--- src/rtl/vlsc_pkg.sv ---
package vlsc_pkg;

    localparam int SH_W  = 9;
    localparam int DIV_W = 7;
    localparam int REG_W = SH_W + DIV_W;
    localparam int CNT_W = 4;
    localparam int LO_W  = 8;

    typedef enum logic [1:0] {
        LEN_RSV = 2'b00,
        LEN_9B  = 2'b01,
        LEN_7B  = 2'b10,
        LEN_8B  = 2'b11
    } len_sel_e;

    typedef struct packed {
        logic [CNT_W-1:0] nbits;
        logic             msb_first;
    } frame_cfg_t;

    function automatic logic [CNT_W-1:0] len_decode(input logic [1:0] sel);
        case (len_sel_e'(sel))
            LEN_7B:  return CNT_W'(7);
            LEN_9B:  return CNT_W'(9);
            default: return CNT_W'(8);
        endcase
    endfunction

    function automatic logic [SH_W-1:0] len_mask(input logic [CNT_W-1:0] n);
        logic [SH_W-1:0] m;
        for (int i = 0; i < SH_W; i++) m[i] = (i < int'(n));
        return m;
    endfunction

endpackage

--- src/rtl/vlsc_baud.sv ---
module vlsc_baud
    import vlsc_pkg::*;
#(
    parameter int DW = DIV_W
) (
    input  logic          clk,
    input  logic          rst,
    input  logic          load,
    input  logic          run,
    input  logic [DW-1:0] div,
    output logic          rise_tick,
    output logic          fall_tick,
    output logic          phase
);
    logic [DW-1:0] cnt_q;
    logic [DW-1:0] div_q;
    logic          wrap;

    assign wrap      = run && (cnt_q == div_q);
    assign rise_tick = wrap && !phase;
    assign fall_tick = wrap && phase;

    always_ff @(posedge clk) begin
        if (rst) begin
            cnt_q <= '0;
            div_q <= '0;
            phase <= 1'b0;
        end else if (load || !run) begin
            cnt_q <= '0;
            phase <= 1'b0;
            if (load) div_q <= div;
        end else if (wrap) begin
            cnt_q <= '0;
            phase <= ~phase;
        end else begin
            cnt_q <= cnt_q + 1'b1;
        end
    end
endmodule

--- src/rtl/vlsc_shifter.sv ---
module vlsc_shifter
    import vlsc_pkg::*;
#(
    parameter int W = SH_W
) (
    input  logic         clk,
    input  logic         rst,
    input  logic         en,
    input  logic         load,
    input  logic [W-1:0] load_word,
    input  frame_cfg_t   cfg,
    input  logic         rise_tick,
    input  logic         fall_tick,
    input  logic         sin,
    output logic         busy,
    output logic         done,
    output logic         sout,
    output logic         fin,
    output logic [W-1:0] fin_word
);
    logic [W-1:0]     sh_q;
    logic [W-1:0]     mask_q;
    logic [W-1:0]     lsb_next;
    logic [W-1:0]     msb_next;
    logic [CNT_W-1:0] bitcnt_q;
    frame_cfg_t       cfg_q;
    logic             smp_q;
    logic             last;

    always_comb begin
        mask_q = len_mask(cfg_q.nbits);
        lsb_next = sh_q >> 1;
        lsb_next[cfg_q.nbits - CNT_W'(1)] = smp_q;
        msb_next = {sh_q[W-2:0], smp_q} & mask_q;
    end

    assign last     = (bitcnt_q == cfg_q.nbits - CNT_W'(1));
    assign fin      = busy && en && fall_tick && last;
    assign fin_word = cfg_q.msb_first ? msb_next : lsb_next;
    assign sout     = busy && (cfg_q.msb_first ? sh_q[cfg_q.nbits - CNT_W'(1)] : sh_q[0]);

    always_ff @(posedge clk) begin
        if (rst) begin
            sh_q     <= '0;
            bitcnt_q <= '0;
            cfg_q    <= '0;
            smp_q    <= 1'b0;
            busy     <= 1'b0;
            done     <= 1'b0;
        end else begin
            done <= 1'b0;
            if (load) begin
                sh_q     <= load_word & len_mask(cfg.nbits);
                cfg_q    <= cfg;
                bitcnt_q <= '0;
                busy     <= 1'b1;
            end else if (busy && !en) begin
                busy <= 1'b0;
            end else if (busy) begin
                if (rise_tick) smp_q <= sin;
                if (fall_tick) begin
                    sh_q <= fin_word;
                    if (last) begin
                        busy <= 1'b0;
                        done <= 1'b1;
                    end else begin
                        bitcnt_q <= bitcnt_q + 1'b1;
                    end
                end
            end
        end
    end
endmodule

--- src/rtl/vlsc_databuf.sv ---
module vlsc_databuf
    import vlsc_pkg::*;
#(
    parameter int RW = REG_W,
    parameter int SW = SH_W,
    parameter int LW = LO_W
) (
    input  logic          clk,
    input  logic          rst,
    input  logic          en,
    input  logic          busy,
    input  logic          wr_en,
    input  logic [1:0]    wr_be,
    input  logic [RW-1:0] wr_data,
    input  logic          rd_en,
    input  logic          fin,
    input  logic [SW-1:0] fin_word,
    output logic [RW-1:0] data_q,
    output logic [RW-1:0] merged,
    output logic          start,
    output logic          ovr
);
    logic accept;
    logic unread_q;

    always_comb begin
        merged = data_q;
        case (wr_be)
            2'b11: merged = wr_data;
            2'b01: begin
                merged[LW-1:0] = wr_data[LW-1:0];
                if (!en) merged[RW-1:SW] = '0;
            end
            2'b10: merged[RW-1:LW] = wr_data[RW-1:LW];
            default: ;
        endcase
    end

    assign accept = wr_en && !busy;
    assign start  = accept && en && wr_be[0];

    always_ff @(posedge clk) begin
        if (rst) begin
            data_q   <= '0;
            unread_q <= 1'b0;
            ovr      <= 1'b0;
        end else begin
            if (fin)         data_q[SW-1:0] <= fin_word;
            else if (accept) data_q <= merged;
            if (fin) begin
                ovr      <= unread_q && !rd_en;
                unread_q <= 1'b1;
            end else if (rd_en) begin
                ovr      <= 1'b0;
                unread_q <= 1'b0;
            end
        end
    end
endmodule

--- src/rtl/vlsc_channel.sv ---
module vlsc_channel
    import vlsc_pkg::*;
(
    input  logic        clk,
    input  logic        rst,
    input  logic        ch_en,
    input  logic        bit_msb_first,
    input  logic [1:0]  len_sel,
    input  logic        wr_en,
    input  logic [1:0]  wr_be,
    input  logic [15:0] wr_data,
    input  logic        rd_en,
    output logic [15:0] rd_data,
    input  logic        sin,
    output logic        sout,
    output logic        sclk,
    output logic        busy,
    output logic        done,
    output logic        overrun
);
    logic [REG_W-1:0] merged;
    logic             start;
    logic             fin;
    logic [SH_W-1:0]  fin_word;
    logic             rise_tick;
    logic             fall_tick;
    logic             phase;
    frame_cfg_t       cfg;

    assign cfg.nbits     = len_decode(len_sel);
    assign cfg.msb_first = bit_msb_first;
    assign sclk          = phase && busy;

    vlsc_databuf u_buf (
        .clk(clk), .rst(rst), .en(ch_en), .busy(busy),
        .wr_en(wr_en), .wr_be(wr_be), .wr_data(wr_data), .rd_en(rd_en),
        .fin(fin), .fin_word(fin_word),
        .data_q(rd_data), .merged(merged), .start(start), .ovr(overrun)
    );

    vlsc_baud u_baud (
        .clk(clk), .rst(rst), .load(start), .run(busy),
        .div(merged[REG_W-1:SH_W]),
        .rise_tick(rise_tick), .fall_tick(fall_tick), .phase(phase)
    );

    vlsc_shifter u_sh (
        .clk(clk), .rst(rst), .en(ch_en), .load(start),
        .load_word(merged[SH_W-1:0]), .cfg(cfg),
        .rise_tick(rise_tick), .fall_tick(fall_tick), .sin(sin),
        .busy(busy), .done(done), .sout(sout), .fin(fin), .fin_word(fin_word)
    );
endmodule

--- config.mk ---
export PLATFORM = sky130hd
export DESIGN_NAME = vlsc_channel
export DESIGN_NICKNAME = d
export VERILOG_FILES = /design/src/rtl/vlsc_pkg.sv /design/src/rtl/vlsc_baud.sv /design/src/rtl/vlsc_shifter.sv /design/src/rtl/vlsc_databuf.sv /design/src/rtl/vlsc_channel.sv
export SDC_FILE = /design/constraint.sdc
export NUM_CORES = 1
export LEC_CHECK = 0
export ABC_AREA = 1
export BUFFER_PORTS_ARGS = -buffer_cell sky130_fd_sc_hd__buf_2
export CORE_MARGIN = 5
export CORE_UTILIZATION = 30
export DETAILED_ROUTE_END_ITERATION = 10
export SLEW_MARGIN = 20
export SYNTH_ARGS = -nofsm -noshare
export SYNTH_HDL_FRONTEND = slang
export SYNTH_SLANG_ARGS = --single-unit
export TNS_END_PERCENT = 10
--- constraint.sdc ---
create_clock -name clk -period 3.38 [get_ports clk]
set_input_delay 0.676 -clock clk [delete_from_list [all_inputs] [get_ports clk]]
set_output_delay 0.676 -clock clk [all_outputs]
set_load 0.05 [all_outputs]
Word level (Yosys, flattened, before mapping)
Cells that the tools add are included.
W data, S select, Z words.
Word-level totals
  bits in read-only memories: 0
  memories: 0
  memory bits (writable): 0
  register bits: 54
  output and inout bits: 21
  word-level logic and storage cells: 115
  bits in latches: 0
Operators by class
  add/subtract/negate cells: 3
  shift-type cells: 0
  multipliers: 0
  equal/unequal tests: 8
  mux-type cells: 27
  reduce and logical (&&, ||, !) cells: 34
  bitwise logic cells: 9
  order comparisons: 20
  divide/modulo/power cells: 0
Operators with widths (number)
  $mux W9: 7
  $lt A3 B4 Y1 const A: 8
  $and A9 B9 Y9: 2
  $lt A1 B4 Y1 const A: 4
  $lt A2 B4 Y1 const A: 4
  $logic_and A1 B1 Y1: 14
  $pmux W7 S2: 1
  $mux W1: 13
  $bwmux W9: 1
  $lt A4 B4 Y1 const A: 2
  $mux W8: 1
  $pmux W4 S2: 1
  $reduce_and A4 Y1: 2
  $reduce_bool A2 Y1: 4
  $reduce_or A2 Y1: 4
  $add A7 B1 Y7 const B: 1
  $eq A7 B7 Y1: 1
  $mux W7: 1
  $not A1 Y1: 7
  $eq A2 B2 Y1 const B: 3
  $lt A4 B5 Y1 const B: 1
  $reduce_or A5 Y1: 1
  $add A4 B1 Y4 const B: 1
  $bmux W1 S4: 1
  11 further kinds: 16

Depth between registers and ports, before layout
  depth after elaboration: 11
  depth in mapped cells: 14
  depth with buffers taken out: 14

Cells and area by module
Synthesis repeated with hierarchy kept, for this count alone.
Second synthesis, totals
  cells, all modules: 565
  area, all modules: 3499.6 µm²
By module, submodules not included
  vlsc_shifter: seq. area each 420.4 µm², area an instance 1576.5 µm², instances 1, cells an instance 250
  vlsc_databuf: seq. area each 360.3 µm², area an instance 1163.6 µm², instances 1, cells an instance 207
  vlsc_baud: seq. area each 300.3 µm², area an instance 715.7 µm², instances 1, cells an instance 101
  vlsc_channel: seq. area each 0.0 µm², area an instance 43.8 µm², instances 1, cells an instance 7

Worst setup path before layout
No wires, ideal clock.
  path type: register to output
  start point: register u_sh.cfg_q[1] (netlist name)
  end point: output port sout
  arrival: 1870 ps
  cell stages (with the launch flop): 10
  setup slack: 834 ps
  path through: dfxtp_1 -> inv_1 -> ha_1 -> nand2_2 -> nand2_2 -> nor2_1 -> inv_1 -> a21oi_1 -> o21ai_0 -> inv_1
Between the ends
  cells in the longest elaborated chain, start to end: 5
Ends and longest elaborated chain
  from (decl): RTL line vlsc_shifter.sv:26  | frame_cfg_t cfg_q;
  from (signal assigned): RTL line vlsc_shifter.sv:54  | cfg_q <= cfg;
  $sub A4 B1 Y4: RTL line vlsc_shifter.sv:40  | assign sout = busy && (cfg_q.msb_first ? sh_q[cfg_q.nbits - CNT_W'(1)] : sh_q[0]);
  $bmux W1 S4: RTL line vlsc_shifter.sv:40
  $mux W1 (implied by the code): RTL line vlsc_shifter.sv:40
  $mux W1: RTL line vlsc_shifter.sv:40
  $logic_and A1 B1 Y1: RTL line vlsc_shifter.sv:40
  to (decl): RTL line vlsc_channel.sv:15  | output logic sout,
Every way passes these cells. The select of a mux whose other input is x is not followed.

Worst setup path in the final report
Ends and elaborated chain as after synthesis.

==> run metrics <==
First-pass DRT Iterations=5; Period minus WS final=approximately 3 ns; core area=0.01032 mm2; Syn. warnings=0; Mapped Nets=545; RSZ-0062 raised after global routing=no; first-pass GRT wire length=around 16000 um; Pwr Density=348.8 mW/mm2; CTS Buf Count=5; worst slew pin tran=0.6146 ns; CTS tree=yes; RePlAce Congestion=0.9067; synthesized area per cell=6.263 um2; row count=37; DP Worst Slack=0.5637 ns; FFs w/ async S/R, synth=0%; Layout fillers=1146; Pins Over Slew Limit=0; routed vias=around 3.3k; GRT Residual Overflow=0; Clk pin slew, worst setup/hold paths=0.11 ns; total clock sinks=53; post-route clock period utilization=89.89%; largest net degree at the start of global routing=27; area delta synth->final=14.12%; register area=about 0.0011 mm2; Post-DP HPWL=7073 um; fmax=~330 MHz; final setup fails=0; PnR worst setup slack=0.3418 ns; total setup buffers inserted after CTS=0; chip height=about 110 um; Slew HR=58.59%; TNS Setup=0 ns; clock buffer depth=2; Multi-input gate area=0.001760 mm2; via density per instance=4.819; Initial Utilization=30.82%; WS Path Type=flip-flop to primary output; H-Tree Depth=2; Fin. Hold Viols=0; worst-path fanout max=11; top cells by area, synth=dfxtp_1, nand2_1, nand3_1; ANT cells=0; post-synthesis register bit count=between 50 and 60; Post-synth top flop=dfxtp_1; clk_lat worst skew=~0.32 ns; max cap viols=0; Post-synth EDFFs=0; gr usage total=14.65%; Worst Clk Skew=0.01585 ns; P_leak=1.732 nW; Port Buffer Count=47; DRC viols=0; CP arrival=2.36 ns; Min Hold Slack=~0.50 ns; Synth cell types=31; post-synthesis sequential area ratio=33.35%; width of the die=approximately 110 um; area leader, netlist=dfxtp_1; worst ir drop on vdd=0.1884 mV; share of post-route cells with drive strength above 1=13.45%; CP startpoint kind=flip-flop; Cells after Synth=508; initial antenna violation count=0; Root Buffer=clkbuf_8; Final ANT Viol Nets=0; vias in the first global route=3147; status=complete, no violations; Final Util=35.17%; Final Net Count=roughly 590; die area=0.01277 mm2; First DRT Iteration DRCs=around 170; Synth Cell Area=0.003182 mm2; Worst Hold Class=flip-flop to flip-flop; Final Non-Filler Cells=686; CP Capture Type=primary output; post-synth top area share=33.35%; dpl cells=678; Critical Path RT=2.70 ns; I/O pins=48; post-detailed-route wirelength per cell=13.37 um; total wire length=just over 9000 um
## metrics by stage
stage	total power [W]	instance area, um2
2_1_floorplan	0.0008244	3182
3_3_place_gp	0.0008880	3535
3_5_place_dp	0.0008879	3535
4_1_cts	0.001277	3630
5_1_grt	0.001335	3631
6_report	0.001266	3631
## power breakdown
group	total [W]	internal [W]	switching, W
clock network	0.000392	0.000151	0.000240
logic	0.000212	0.0000596	0.000152
registers	0.000663	0.000644	0.0000186
total	0.00127	0.000855	0.000411
## worst max-delay path: stages, from the launching register on
cell     delay, ns
dfxtp_2       0.39
inv_1         0.20
ha_1          0.31
inv_2         0.04
nand2_1       0.12
nand2_2       0.09
nor2_1        0.26
inv_1         0.09
a21oi_1       0.11
o21ai_0       0.09
inv_1         0.07
buf_2         0.25
## worst paths after layout
path	from	to	slack (ns)	depth (start not counted)
setup / recovery	u_sh.cfg_q[1]	sout	0.34	11
hold / removal	u_buf.unread_q	u_buf.unread_q	0.50	2
setup reg to reg	u_sh.cfg_q[1]	u_buf.data_q[2]	0.82	12
hold reg to reg	u_buf.unread_q	u_buf.unread_q	0.50	2
## layout by cell type, fill, tap and decap left out, types with 3 or more instances in the layout
| cell | count |
|---|---|
| ha_1 | 10 |
| o211ai_1 | 3 |
| buf_2 | 47 |
| nand2_1 | 144 |
| nor2_2 | 3 |
| inv_2 | 5 |
| nor2_1 | 33 |
| o21ai_0 | 40 |
| dfxtp_1 | 52 |
| clkbuf_8 | 5 |
| xor2_1 | 5 |
| nand3_1 | 68 |
| nand4_1 | 5 |
| inv_1 | 71 |
| a21oi_1 | 34 |
## logic make-up after synthesis
| group | share of synthesized area, % |
|---|---|
| mux | 0.3146 |
| simple gates | 36.18 |
| flops | 33.35 |
| compound gates | 13.53 |
| xor+xnor | 1.376 |
| buf+inv | 11.33 |
| fa+ha+maj | 3.932 |
## final cells by class
type	count	share of cell area (%)
Clock buffer	5	1.895
Sequential cell	53	29.26
Tap cell	136	4.686
Clock inverter	3	0.7236
Multi-Input combinational cell	362	48.48
Timing Repair Buffer	49	6.892
Inverter	78	8.063
## registers in the layout, summed over array words and instances (netlist names)
register        flops
u_baud.cnt_q        7
u_buf.data_q       16
u_sh.smp_q          1
u_sh.cfg_q          4
u_baud.phase        1
u_sh.done           1
u_buf.ovr           1
u_sh.bitcnt_q       4
u_baud.div_q        7
u_buf.unread_q      1
u_sh.sh_q           9
u_sh.busy           1
## cell usage after synthesis, types with 2 or more instances
master	instances
dfxtp_1	53
nand2_1	144
a21oi_1	34
nor3b_1	2
nor2_2	3
nand4_1	5
o22ai_1	2
nand3_1	68
inv_2	5
nor2_4	2
ha_1	10
o211ai_1	3
nor2_1	33
buf_2	6
o21ai_0	40
xor2_1	5
clkbuf_1	7
nand2_2	2
clkinv_1	2
inv_1	71
## layer usage
metal / GRT usage, % / up-vias / routed length (um)
li1: - / 1709 / -
met1: 20.28 / 1489 / 4266
met2: 24.25 / 99 / 4251
met3: 2.193 / 9 / 583
met4: 3.045 / 0 / 72
met5: 0 / - / 0
## what timing repair did
item	CTS	global route
setup endpoints to repair	0	1
hold buffers	0	0
gates resized for setup	0	1
Note: power is estimated with default switching activity, not from simulation.
